==> config.mk <==
export PLATFORM = sky130hd
export DESIGN_NAME = intr_event_ctrl
export DESIGN_NICKNAME = d
export VERILOG_FILES = /design/src/rtl/intr_event_pkg.sv /design/src/rtl/intr_src_map.sv /design/src/rtl/intr_en_reg.sv /design/src/rtl/intr_stat_reg.sv /design/src/rtl/intr_req_gen.sv /design/src/rtl/intr_event_ctrl.sv
export SDC_FILE = /design/constraint.sdc
export NUM_CORES = 1
export LEC_CHECK = 0
export BUFFER_PORTS_ARGS = -buffer_cell sky130_fd_sc_hd__buf_2
export CAP_MARGIN = 20
export CELL_PAD_IN_SITES_DETAIL_PLACEMENT = 1
export CELL_PAD_IN_SITES_GLOBAL_PLACEMENT = 1
export CORE_UTILIZATION = 27
export CTS_BUF_LIST = sky130_fd_sc_hd__clkbuf_8
export CTS_CLUSTER_SIZE = 12
export DETAILED_ROUTE_END_ITERATION = 10
export GPL_ROUTABILITY_DRIVEN = 0
export GPL_TIMING_DRIVEN = 0
export PLACE_DENSITY = 0.93
export SETUP_SLACK_MARGIN = 0.2
export SLEW_MARGIN = 20
export SYNTH_ARGS = -nofsm -noshare
export SYNTH_HDL_FRONTEND = slang
export SYNTH_SLANG_ARGS = --single-unit
==> constraint.sdc <==
create_clock -name clk -period 2 [get_ports clk]
set_clock_uncertainty 0.2 [all_clocks]
set_input_delay 0.1 -clock clk [delete_from_list [all_inputs] [get_ports clk]]
set_output_delay 0.1 -clock clk [all_outputs]
set_load 0.005 [all_outputs]
==> src/rtl/intr_event_pkg.sv <==
// Package: shared widths, bit positions and the writable-bit mask for the
// event interrupt unit. Assumes an 8-bit register layout.
package intr_event_pkg;
    localparam int IRQ_W = 8;
    localparam int B_DONE_A = 0;
    localparam int B_DONE_B = 1;
    localparam int B_SOF    = 4;
    localparam int B_ATTACH = 5;
    localparam int B_DETRES = 6;

    typedef logic [IRQ_W-1:0] irq_vec_t;

    localparam irq_vec_t WR_MASK = irq_vec_t'((1 << B_DONE_A) | (1 << B_DONE_B) |
                                              (1 << B_SOF) | (1 << B_ATTACH) |
                                              (1 << B_DETRES));
endpackage

==> src/rtl/intr_src_map.sv <==
// Module: maps raw event pulses onto a status-set vector.
// Assumes events are single-cycle pulses in the clk domain. Gates the timer
// tick with its run control and picks the bit 6 source by suspend state.
module intr_src_map
    import intr_event_pkg::*;
(
    input  logic     done_a_evt,
    input  logic     done_b_evt,
    input  logic     sof_tick,
    input  logic     sof_run,
    input  logic     attach_evt,
    input  logic     detect_evt,
    input  logic     resume_evt,
    input  logic     suspend,
    output irq_vec_t set_vec
);
    // Build the set vector; reserved positions stay 0.
    always_comb begin
        set_vec           = '0;
        set_vec[B_DONE_A] = done_a_evt;
        set_vec[B_DONE_B] = done_b_evt;
        set_vec[B_SOF]    = sof_tick & sof_run;
        set_vec[B_ATTACH] = attach_evt;
        set_vec[B_DETRES] = suspend ? resume_evt : detect_evt;
    end
endmodule

==> src/rtl/intr_en_reg.sv <==
// Module: enable register. Loads on a write strobe; positions outside
// WR_MASK are held at 0. Synchronous active-low reset.
module intr_en_reg
    import intr_event_pkg::*;
(
    input  logic     clk,
    input  logic     rst_n,
    input  logic     wr,
    input  irq_vec_t wdata,
    output irq_vec_t en_q
);
    // Hold or load the enable bits.
    always_ff @(posedge clk) begin
        if (!rst_n)  en_q <= '0;
        else if (wr) en_q <= wdata & WR_MASK;
    end
endmodule

==> src/rtl/intr_stat_reg.sv <==
// Module: status register with set-on-event and write-1-to-clear.
// Assumes set and clear may coincide; set has priority. Reserved bits are
// held at 0. Synchronous active-low reset.
module intr_stat_reg
    import intr_event_pkg::*;
(
    input  logic     clk,
    input  logic     rst_n,
    input  irq_vec_t set_vec,
    input  logic     clr,
    input  irq_vec_t clr_mask,
    output irq_vec_t st_q
);
    irq_vec_t clr_vec;
    irq_vec_t nxt;

    // Compute the next status: clear first, then OR in the new events.
    always_comb begin
        clr_vec = clr ? clr_mask : '0;
        nxt     = (st_q & ~clr_vec) | set_vec;
    end

    // Register each bit; reserved positions stay 0.
    always_ff @(posedge clk) begin
        for (int i = 0; i < IRQ_W; i++) begin
            if (!rst_n || !WR_MASK[i]) st_q[i] <= 1'b0;
            else                       st_q[i] <= nxt[i];
        end
    end
endmodule

==> src/rtl/intr_req_gen.sv <==
// Module: glitch-free interrupt request. Registers the OR of status AND
// enable. Synchronous active-low reset.
module intr_req_gen
    import intr_event_pkg::*;
(
    input  logic     clk,
    input  logic     rst_n,
    input  irq_vec_t st,
    input  irq_vec_t en,
    output logic     irq
);
    // Register the masked OR.
    always_ff @(posedge clk) begin
        if (!rst_n) irq <= 1'b0;
        else        irq <= |(st & en);
    end
endmodule

==> src/rtl/intr_event_ctrl.sv <==
// Module: top of the maskable event interrupt unit. Combines source mapping,
// enable and status registers and the registered request. Assumes all
// inputs are synchronous to clk.
module intr_event_ctrl
    import intr_event_pkg::*;
(
    input  logic             clk,
    input  logic             rst_n,
    input  logic             done_a_evt,
    input  logic             done_b_evt,
    input  logic             sof_tick,
    input  logic             sof_run,
    input  logic             attach_evt,
    input  logic             detect_evt,
    input  logic             resume_evt,
    input  logic             suspend,
    input  logic             en_wr,
    input  logic [IRQ_W-1:0] en_wdata,
    output logic [IRQ_W-1:0] en_rdata,
    input  logic             stat_clr,
    input  logic [IRQ_W-1:0] stat_clr_mask,
    output logic [IRQ_W-1:0] stat_rdata,
    output logic             irq
);
    irq_vec_t set_vec;
    irq_vec_t en_q;
    irq_vec_t st_q;

    intr_src_map u_map (
        .done_a_evt (done_a_evt),
        .done_b_evt (done_b_evt),
        .sof_tick   (sof_tick),
        .sof_run    (sof_run),
        .attach_evt (attach_evt),
        .detect_evt (detect_evt),
        .resume_evt (resume_evt),
        .suspend    (suspend),
        .set_vec    (set_vec)
    );

    intr_en_reg u_en (
        .clk   (clk),
        .rst_n (rst_n),
        .wr    (en_wr),
        .wdata (en_wdata),
        .en_q  (en_q)
    );

    intr_stat_reg u_st (
        .clk      (clk),
        .rst_n    (rst_n),
        .set_vec  (set_vec),
        .clr      (stat_clr),
        .clr_mask (stat_clr_mask),
        .st_q     (st_q)
    );

    intr_req_gen u_req (
        .clk   (clk),
        .rst_n (rst_n),
        .st    (st_q),
        .en    (en_q),
        .irq   (irq)
    );

    assign en_rdata   = en_q;
    assign stat_rdata = st_q;
endmodule

==> metrics.md, run 1 <==
| Metric | Value |
|---|---|
| Outcome | finished, final reports clean |
| Required time of the worst setup path | 1930 ps |
| Port bufs | 31 |
| Setup TNS | 0 ps |
| YS warnings | 0 |
| Hold worst-path end | u_en.en_q[0]$_SDFFE_PN0P_ |
| Seq/Total Area, Yosys | 45.5% |
| Core Util, Final | 54.8% |
| Starting Density | 30.4% |
| Gr ovfl total | 0 |
| Max Slew Vio Count | 0 |
| Avg Cell Area, Syn | 10.8 sq um |
| FFs w/ async S/R, synth | 0% |
| Gr usage total | 15.4% |
| CTS tree | built |
| Final setup viols | 0 |
| Largest net degree at the start of global routing | 11 |
| RR Endpoint | u_req.irq$_SDFF_PN0_ |
| Number of global-route vias before repair | 530 |
| Crit-path slowest cell | dlygate4sd3_1 |
| DP HPWL | 993 um |
| HP Class | in -> reg |
| Clk root buf | clkbuf_8 |
| Post-synth top area cell | dfxtp_1 |
| Floorplan row count | 14 |
| Sink Count | 11 |
| Clock transition at path regs | 50 ps |
| Reg-to-reg critical path startpoint | u_st.st_q[1]$_SDFF_PN0_ |
| Crit. End Element | flip-flop |
| Initial DRC Count | 4 |
| Skew-Pair Late Insertion Delay | 240 ps |
| Worst Hold Depth | 3 |
| Most common cell in the netlist | dfxtp_1 |
| Final-stage net count | 128 |
| Synth top area share | 45.5% |
| Number of setup buffers added after CTS | 0 |
| CP Max Fanout | 1 |
| First-pass GRT wire length | 2150 um |
| Max Cap Viol | 0 |
| Crit path arrival time | 1710 ps |
| EDFF count, synth | 0 |
| Vias per cell | 4.14 |
| RSZ-0062 raised after global routing | no |
| Router iterations before antenna repair | 4 |
| R2r worst-path depth | 2 |
| Netlist cell types | 13 |
| Area Overhead vs Synth | 80.4% |
| Initial antenna violation count | 0 |
| DRC | 0 |
| Drt wl/cell | 11.2 um |
| Die H | 44.4 um |
| Cell Chain, Critical Path | dlygate4sd3_1 > buf_2 > mux2_4 > dlygate4sd3_1 > o21a_1 |
| Synth Instances | 45 |
| Share of cells above drive strength 1 | 44.4% |
| Leakage | 0.000446 uW |
| Main synth FF type | dfxtp_1 |
| CORE AREA | 1590 sq um |
| Top area cells in the synthesized netlist | dfxtp_1 45%, buf_4 11%, mux2i_1 10% |
| Hold Violations, Final | 0 |
| R2R Setup Slk | 900 ps |
| VDD IR max | 0.355 mV |
| Fillers | 185 |
| Power density cells | 648 nW/um^2 |
| CTS Buffer Depth | 2 |
| Crit path largest cell delay | 550 ps |
| Antenna viol nets, final | 0 |
| Post-Syn Area | 484 sq um |
| Die width | 44.4 um |
| Crit path max-delay family | buffers and inverters |
| FMAX | 0.562 GHz |
| Die area | 1970 sq um |
| Post-route cell area | 873 sq um |
| Crit path time final | 1780 ps |
| Fin crit share | 88.9% |
| Crit path buf inv count | 3 |
| #FFs+latches synth | 11 |
| H-tree Lvls | 1 |
| Post-Route WL | 1380 um |
| Crit path depth | 5 |
| Via Count | 509 |
| Hold path startpoint | en_wr |
| Post-Place Cell Area | 688 sq um |
| Post-synth top cells | 11 x dfxtp_1, 7 x buf_4, 6 x a21boi_0 |
| Worst setup SP type | input pin |
| Crit-path most repeated cell | dlygate4sd3_1 |
| IO Count | 45 |
| CTS Buf Count | 3 |
| Critical path type | in -> reg |
| Diodes inserted | 0 |
metrics by stage:
step	total power (uW)	instances	hold WS (ps)	setup slack, ps
after floorplan	290	50	23.9	957
after global placement	328	105	110	896
after detailed placement	332	105	116	898
after CTS	576	123	3.19	246
after global routing	603	123	14.0	207
final	566	123	2.10	221
how the worst max path moves through the flow:
stage | from | slack (ps) | to
2_1_floorplan | u_st.st_q[1]$_SDFF_PN0_ | 960 | u_req.irq$_SDFF_PN0_
3_3_place_gp | u_st.st_q[1]$_SDFF_PN0_ | 900 | u_req.irq$_SDFF_PN0_
3_5_place_dp | u_st.st_q[1]$_SDFF_PN0_ | 900 | u_req.irq$_SDFF_PN0_
4_1_cts | resume_evt | 250 | u_st.st_q[6]$_SDFF_PN0_
5_1_grt | resume_evt | 210 | u_st.st_q[6]$_SDFF_PN0_
6_report | resume_evt | 220 | u_st.st_q[6]$_SDFF_PN0_
worst register-to-register path, delay by kind of cell, from the launching register on:
family             cells  cell delay, ps
DFF                    1             320
AOI/OAI and AO/OA      2             460
flip-flops by register name, summed over array words and instances (netlist names):
register / flops
u_req.irq: 1
u_en.en_q: 5
u_st.st_q: 5
layout make-up:
class                      count  area (sq um)  share of cell area (%)
buffer                         8          57.6                    6.59
sequential                    11           220                    25.2
tap                           24          30.0                    3.44
multi-input combinational     31           225                    25.8
clock buffer                   3          41.3                    4.73
timing repair buffer          45           295                    33.8
clock inverter                 1          3.75                   0.430
cell usage in the layout, fill, tap and decap left out:
master         count
buf_2             32
dlygate4sd3_1     14
dfxtp_1           11
buf_4              7
a21boi_0           6
conb_1             6
mux2i_1            5
nor2b_1            5
o21a_1             4
clkbuf_8           3
a222oi_1           1
a22oi_1            1
mux2_4             1
nand2_1            1
a21bo_2            1
inv_1              1
repair_timing:
action                     4_1_cts  5_1_grt
hold endpoints to repair        10        0
gates resized for setup          0        0
setup endpoints to repair        0        0
hold buffers                    14        0
cells by family (layout without fill, tap and decap cells):
logic type	Yosys count	after routing	share of synthesized area [%]
other	1	6	0.774
muxes	6	6	13.4
AOI/OAI and AO/OA	13	13	21.2
buffers and inverters	8	57	11.9
DFF	11	11	45.5
and+or+nand+nor	6	6	7.23
metal layers:
layer,share of wire (%),global-route usage [%]
met2,53,30.0
met1,39,14.2
met3,6.7,7.35
met5,0,0
met4,1.0,3.64
where the power goes:
part           internal [uW]  switching [uW]
clock network            135            82.1
registers                235            10.1
logic                   69.7            34.7
total                    439             127
No activity file was read; power rests on OpenSTA's default activity.
==> run 2: changes to the inputs <==
--- a/config.mk
+++ b/config.mk
@@ -10,4 +10,5 @@
 export CELL_PAD_IN_SITES_DETAIL_PLACEMENT = 1
 export CELL_PAD_IN_SITES_GLOBAL_PLACEMENT = 1
+export CORE_ASPECT_RATIO = 0.8
 export CORE_UTILIZATION = 27
 export CTS_BUF_LIST = sky130_fd_sc_hd__clkbuf_8
==> constraint.sdc (replaced) <==
create_clock -name clk -period 2 [get_ports clk]
set_clock_uncertainty 0.2 [all_clocks]
set_input_delay 0 -clock clk [delete_from_list [all_inputs] [get_ports clk]]
set_output_delay 0 -clock clk [all_outputs]
set_load 0.005 [all_outputs]
==> run 2 against run 1 <==
Net effect: hold slack gained 350 ps; critical path depth is the same; non-clock buffer count grew 11; sequential share of layout area shrank 2.8 points; clock power shrank 2%; worst setup slack gained 98 ps; via count grew 7.7%; largest cell class unchanged; largest power group unchanged.
==> metrics.md, run 2 (synthesized netlist as in run 1, its figures left out) <==
| Metric | Value |
|---|---|
| CP startpoint | detect_evt |
| IO Count | 45 |
| Crit path time final | 1680 ps |
| Setup TNS | 0 ps |
| Die H | 39.9 um |
| Worst setup SP type | input pin |
| Number of global-route vias before repair | 481 |
| Drt wl/cell | 10.8 um |
| Placed cells | 103 |
| Skew-Pair Late Insertion Delay | 240 ps |
| Required time of the worst setup path | 1930 ps |
| Largest net degree at the start of global routing | 11 |
| Max Cap Viol | 0 |
| Regs by FF count | u_en.en_q: 5 flops, u_st.st_q: 5 flops, u_req.irq: 1 flops |
| Clock transition at path regs | 50 ps |
| Router iterations before antenna repair | 5 |
| Clk root buf | clkbuf_8 |
| VDD IR max | 0.368 mV |
| Hold Violations, Final | 0 |
| Port bufs | 31 |
| Starting Density | 29.2% |
| FMAX | 0.595 GHz |
| Pre-CTS setup slack | 896 ps |
| Most common cell after layout, fill and taps aside | buf_2 |
| CORE AREA | 1660 sq um |
| Post-Route WL | 1420 um |
| Crit-path most repeated cell | dlygate4sd3_1 |
| Post-Place Cell Area | 686 sq um |
| Tot Pwr | 585 uW |
| Gr usage total | 16.3% |
| CTS Buf Count | 3 |
| Final setup viols | 0 |
| Crit-path slowest cell | dlygate4sd3_1 |
| Critical path type | in -> reg |
| Crit path arrival time | 1610 ps |
| Floorplan row count | 13 |
| Sink Count | 11 |
| Commonest cells after routing, fill and taps aside | 32 x buf_2, 25 x dlygate4sd3_1, 11 x dfxtp_1, 7 x buf_4 |
| Die area | 1970 sq um |
| Cell Count, Final, Fillers Out | 132 |
| Initial DRC Count | 3 |
| Power density cells | 597 nW/um^2 |
| CTS tree | built |
| Crit path largest cell delay | 550 ps |
| Vias per cell | 4.15 |
| Post-cts gate resize count | 0 |
| Hold buffer count at cts | 25 |
| Number of setup buffers added after CTS | 0 |
| Share of cells above drive strength 1 | 40.0% |
| DRC | 0 |
| H-tree Lvls | 1 |
| Diodes inserted | 0 |
| Final-stage net count | 139 |
| CTS Buffer Depth | 2 |
| Via Count | 548 |
| PnR worst setup slack | 319 ps |
| R2r worst-path depth | 3 |
| Area Overhead vs Synth | 103% |
| Cell Chain, Critical Path | dlygate4sd3_1 > buf_2 > mux2_4 > dlygate4sd3_1 > o21a_1 |
| First-pass GRT wire length | 2150 um |
| Antenna viol nets, final | 0 |
| Hold path startpoint | sof_tick |
| RSZ-0062 raised after global routing | no |
| HP Class | in -> reg |
| CP Max Fanout | 1 |
| Outcome | finished, final reports clean |
| Initial antenna violation count | 0 |
| Gr ovfl total | 0 |
| Reg-to-reg critical path startpoint | u_st.st_q[4]$_SDFF_PN0_ |
| Post-route cell area | 981 sq um |
| Die width | 49.3 um |
| Fin crit share | 84.0% |
| Leakage | 0.000490 uW |
| Crit. End Element | flip-flop |
| Max Slew Vio Count | 0 |
| Worst Hold Depth | 4 |
-- run 2: changes by cell type in the layout (fill, tap and decap cells not counted) --
cell	before	now
dlygate4sd3_1	14	25
-- run 2: layer usage --
layer	track usage [%]	wire length, um
met5	0	0
met4	4.41	0
met3	7.36	116
met2	32.2	751
met1	15.9	551
-- run 2: critical path: cells and delay by family --
kind                   cells  cell delay, ps
AOI/OAI and AO/OA          1             160
muxes                      1             250
buffers and inverters      3            1200
-- run 2: worst paths after layout --
| kind | end | slack (ps) |
|---|---|---|
| worst min register to register | u_req.irq$_SDFF_PN0_ | 440 |
| worst min-delay path | u_st.st_q[4]$_SDFF_PN0_ | 350 |
| worst max-delay path | u_st.st_q[6]$_SDFF_PN0_ | 320 |
| worst max register to register | u_st.st_q[4]$_SDFF_PN0_ | 470 |
-- run 2: metrics by stage --
stage	hold slack, ps	util [%]
2_1_floorplan	-76.1	-
3_3_place_gp	9.41	41.3
3_5_place_dp	14.7	41.3
4_1_cts	347	59.1
5_1_grt	378	59.1
6_report	354	59.1
-- run 2: cell type report --
cell class	count	area, sq um
plain buffers	8	57.6
clock buffers	3	41.3
clock inverters	1	3.75
fillers	207	678
multi-input cells	31	225
flip-flops and latches	11	220
well taps	22	27.5
repair buffers	56	405
-- run 2: report_power, final --
part           switching [uW]  internal, uW  total, uW
Sequential               10.5           235        245
Combinational            38.5          89.0        127
Clock                    78.4           134        213
Total                     127           458        585
==> run 3: changes to the inputs <==
Settings changed: ABC_AREA set to 1, CORE_UTILIZATION 27 to 22, PLACE_DENSITY 0.93 to 0.86.
Clock period 2 ns to 1.6 ns, I/O delays scaled along.
==> run 3 against run 2 <==
Net effect: synthesized area fell by 3.6%; via count rose by 15%; total power rose by 26%; flip-flop and latch count did not move; first-iteration DRC count fell by 33%; clock-buffer cell count did not move; synthesized cell count rose by 47%; die area rose by 17%; largest power group unchanged; design area fell by 2.0%.
==> metrics.md, run 3 <==
| Metric | Value |
|---|---|
| Outcome | finished, final reports clean |
| Post-route cell area | 961 sq um |
| Router iterations before antenna repair | 2 |
| Initial DRC Count | 2 |
| Setup TNS | 0 ps |
| Share of cells above drive strength 1 | 33.6% |
| Critical path type | in -> reg |
| Gr usage total | 18.8% |
| Switch share | 24.7% |
| Gr ovfl total | 0 |
| Number of setup buffers added after CTS | 0 |
| IO Count | 45 |
| VDD IR max | 0.396 mV |
| CTS Buf Count | 3 |
| Post-Place Cell Area | 676 sq um |
| Netlist cell types | 11 |
| Regs by FF count | u_en.en_q: 5 flops, u_st.st_q: 5 flops, u_req.irq: 1 flops |
| Max Slew Vio Count | 0 |
| Drt wl/cell | 12.7 um |
| Clk root buf | clkbuf_8 |
| Most common cell in the netlist | nand2_1 |
| Post-cts gate resize count | 0 |
| Logic pwr share | 21.3% |
| Die H | 43.2 um |
| Initial antenna violation count | 0 |
| YS warnings | 0 |
| Internal power | 557 uW |
| Commonest cells after routing, fill and taps aside | 32 x buf_2, 24 x dlygate4sd3_1, 17 x nand2_1, 15 x nor2_1, 11 x dfxtp_1 |
| Top area cells in the synthesized netlist | dfxtp_1 47%, nand2_1 14%, nor2_1 12% |
| Final setup viols | 0 |
| H-tree Lvls | 1 |
| Largest net degree at the start of global routing | 7 |
| EDFF count, synth | 0 |
| FMAX | 0.880 GHz |
| Vias per cell | 4.08 |
| Max Cap Viol | 0 |
| Die width | 53.5 um |
| Avg Cell Area, Syn | 7.07 sq um |
| Required time of the worst setup path | 1520 ps |
| Fin crit share | 71.0% |
| CP Max Fanout | 4 |
| Synth Instances | 66 |
| Core Util, Final | 49.4% |
| Post-synth top area cell | dfxtp_1 |
| CORE AREA | 1940 sq um |
| Die area | 2310 sq um |
| Clk pwr share | 36.9% |
| Power density cells | 770 nW/um^2 |
| Crit path time final | 1140 ps |
| Seq/Total Area, Yosys | 47.2% |
| #FFs+latches synth | 11 |
| Diodes inserted | 0 |
| Wire length on met2 | 998 um |
| Cell Chain, Critical Path | buf_2 > dlygate4sd3_1 > nand2_1 > a21oi_1 > nor2_1 |
| Main synth FF type | dfxtp_1 |
| M1 wire length | 850 um |
| Crit path arrival time | 1060 ps |
| Crit path largest cell delay | 660 ps |
| Worst setup SP type | input pin |
| Leakage | 0.000517 uW |
| Post-synth top cells | 17 x nand2_1, 15 x nor2_1, 11 x dfxtp_1 |
| Final-stage net count | 160 |
| Met3 WL | 103 um |
| RSZ-0062 raised after global routing | no |
| Post-Route WL | 1970 um |
| CTS Buffer Depth | 2 |
| Max layer used | met4 |
| Flop pwr share | 41.7% |
| Hold Violations, Final | 0 |
| Skew-Pair Late Insertion Delay | 240 ps |
| Sink Count | 11 |
| Number of global-route vias before repair | 659 |
| P_sw | 183 uW |
| Port bufs | 32 |
| Via Count | 632 |
| FFs w/ async S/R, synth | 0% |
| DRC | 0 |
| Crit path max-delay family | buffers and inverters |
| Crit-path slowest cell | dlygate4sd3_1 |
| Post-Syn Area | 467 sq um |
| Most common cell after layout, fill and taps aside | buf_2 |
| DP HPWL | 1150 um |
| Crit. End Element | flip-flop |
| Antenna viol nets, final | 0 |
| Clock transition at path regs | 50 ps |
| Starting Density | 24.0% |
| Crit path buf inv count | 2 |
| HP Class | reg -> reg |
| Floorplan row count | 14 |
| Area Overhead vs Synth | 106% |
| CTS tree | built |
| First-pass GRT wire length | 3040 um |
| Synth top area share | 47.2% |
run 3: cell count changes after synthesis, sizes merged, moves of 2 or more:
cell    delta
mux2i      -5
inv        +5
o21ai      +5
a21oi      +5
nor2b      -5
nor2      +15
buf        -2
a21boi     -6
o21a       -4
nand2     +16
run 3: path summary, 6_finish.rpt:
| path | slack, ps | depth (start not counted) | start | end |
|---|---|---|---|---|
| max | 460 | 5 | stat_clr | u_st.st_q[5]$_SDFF_PN0_ |
| min reg2reg | 300 | 2 | u_st.st_q[6]$_SDFF_PN0_ | u_st.st_q[6]$_SDFF_PN0_ |
| max reg2reg | 650 | 4 | u_st.st_q[4]$_SDFF_PN0_ | u_req.irq$_SDFF_PN0_ |
| min | 300 | 2 | u_st.st_q[6]$_SDFF_PN0_ | u_st.st_q[6]$_SDFF_PN0_ |
run 3: per-stage QoR:
step                cells  setup slack, ps  total power (uW)  hold slack [ps]
finish                155              464               740              298
global route          155              427               776              337
CTS                   152              219               735              305
detailed placement    127              686               420             25.3
global placement      127              705               414             7.56
floorplan              71              741               360            -89.1
run 3: area by class of cell:
class | instances | area (sq um)
Clock buffer | 3 | 41.3
Buffer | 6 | 45.0
Timing Repair Buffer | 56 | 400
Tap cell | 24 | 30.0
Multi-Input combinational cell | 49 | 201
Sequential cell | 11 | 220
Clock inverter | 1 | 3.75
Inverter | 5 | 18.8
Fill cell | 272 | 983
run 3: kinds of logic (layout without fill, tap and decap cells):
logic type | after synthesis | after routing | synth area share [%]
AO/OA/AOI/OAI | 10 | 10 | 11.5
buffers and inverters | 11 | 71 | 13.7
flip-flops | 11 | 11 | 47.2
other | 1 | 6 | 0.804
AND/OR/NAND/NOR | 33 | 33 | 26.8
run 3: layer usage:
metal / vias up / track usage [%]
met1: 290 / 22.5
met4: 0 / 3.16
met2: 19 / 32.8
met3: 3 / 5.73
met5: - / 0
li1: 320 / -
run 3: power groups by stage:
| stage | sequential, uW | clock (uW) | combinational, uW |
|---|---|---|---|
| detailed placement | 314 | 0 | 105 |
| global route | 311 | 290 | 175 |
| CTS | 309 | 280 | 147 |
| finish | 309 | 273 | 158 |
| floorplan | 314 | 0 | 46.0 |
| global placement | 314 | 0 | 101 |
run 3: tightest hold or removal path: stages, from the launching register on:
cell and delay [ps]:
dfxtp_1 320, nand2_1 70, a21oi_1 60
run 3: what timing repair did:
| action | in CTS | in global routing |
|---|---|---|
| endpoints found under the hold margin | 11 | 1 |
| setup endpoints to repair | 0 | 1 |
| hold buffers | 21 | 4 |
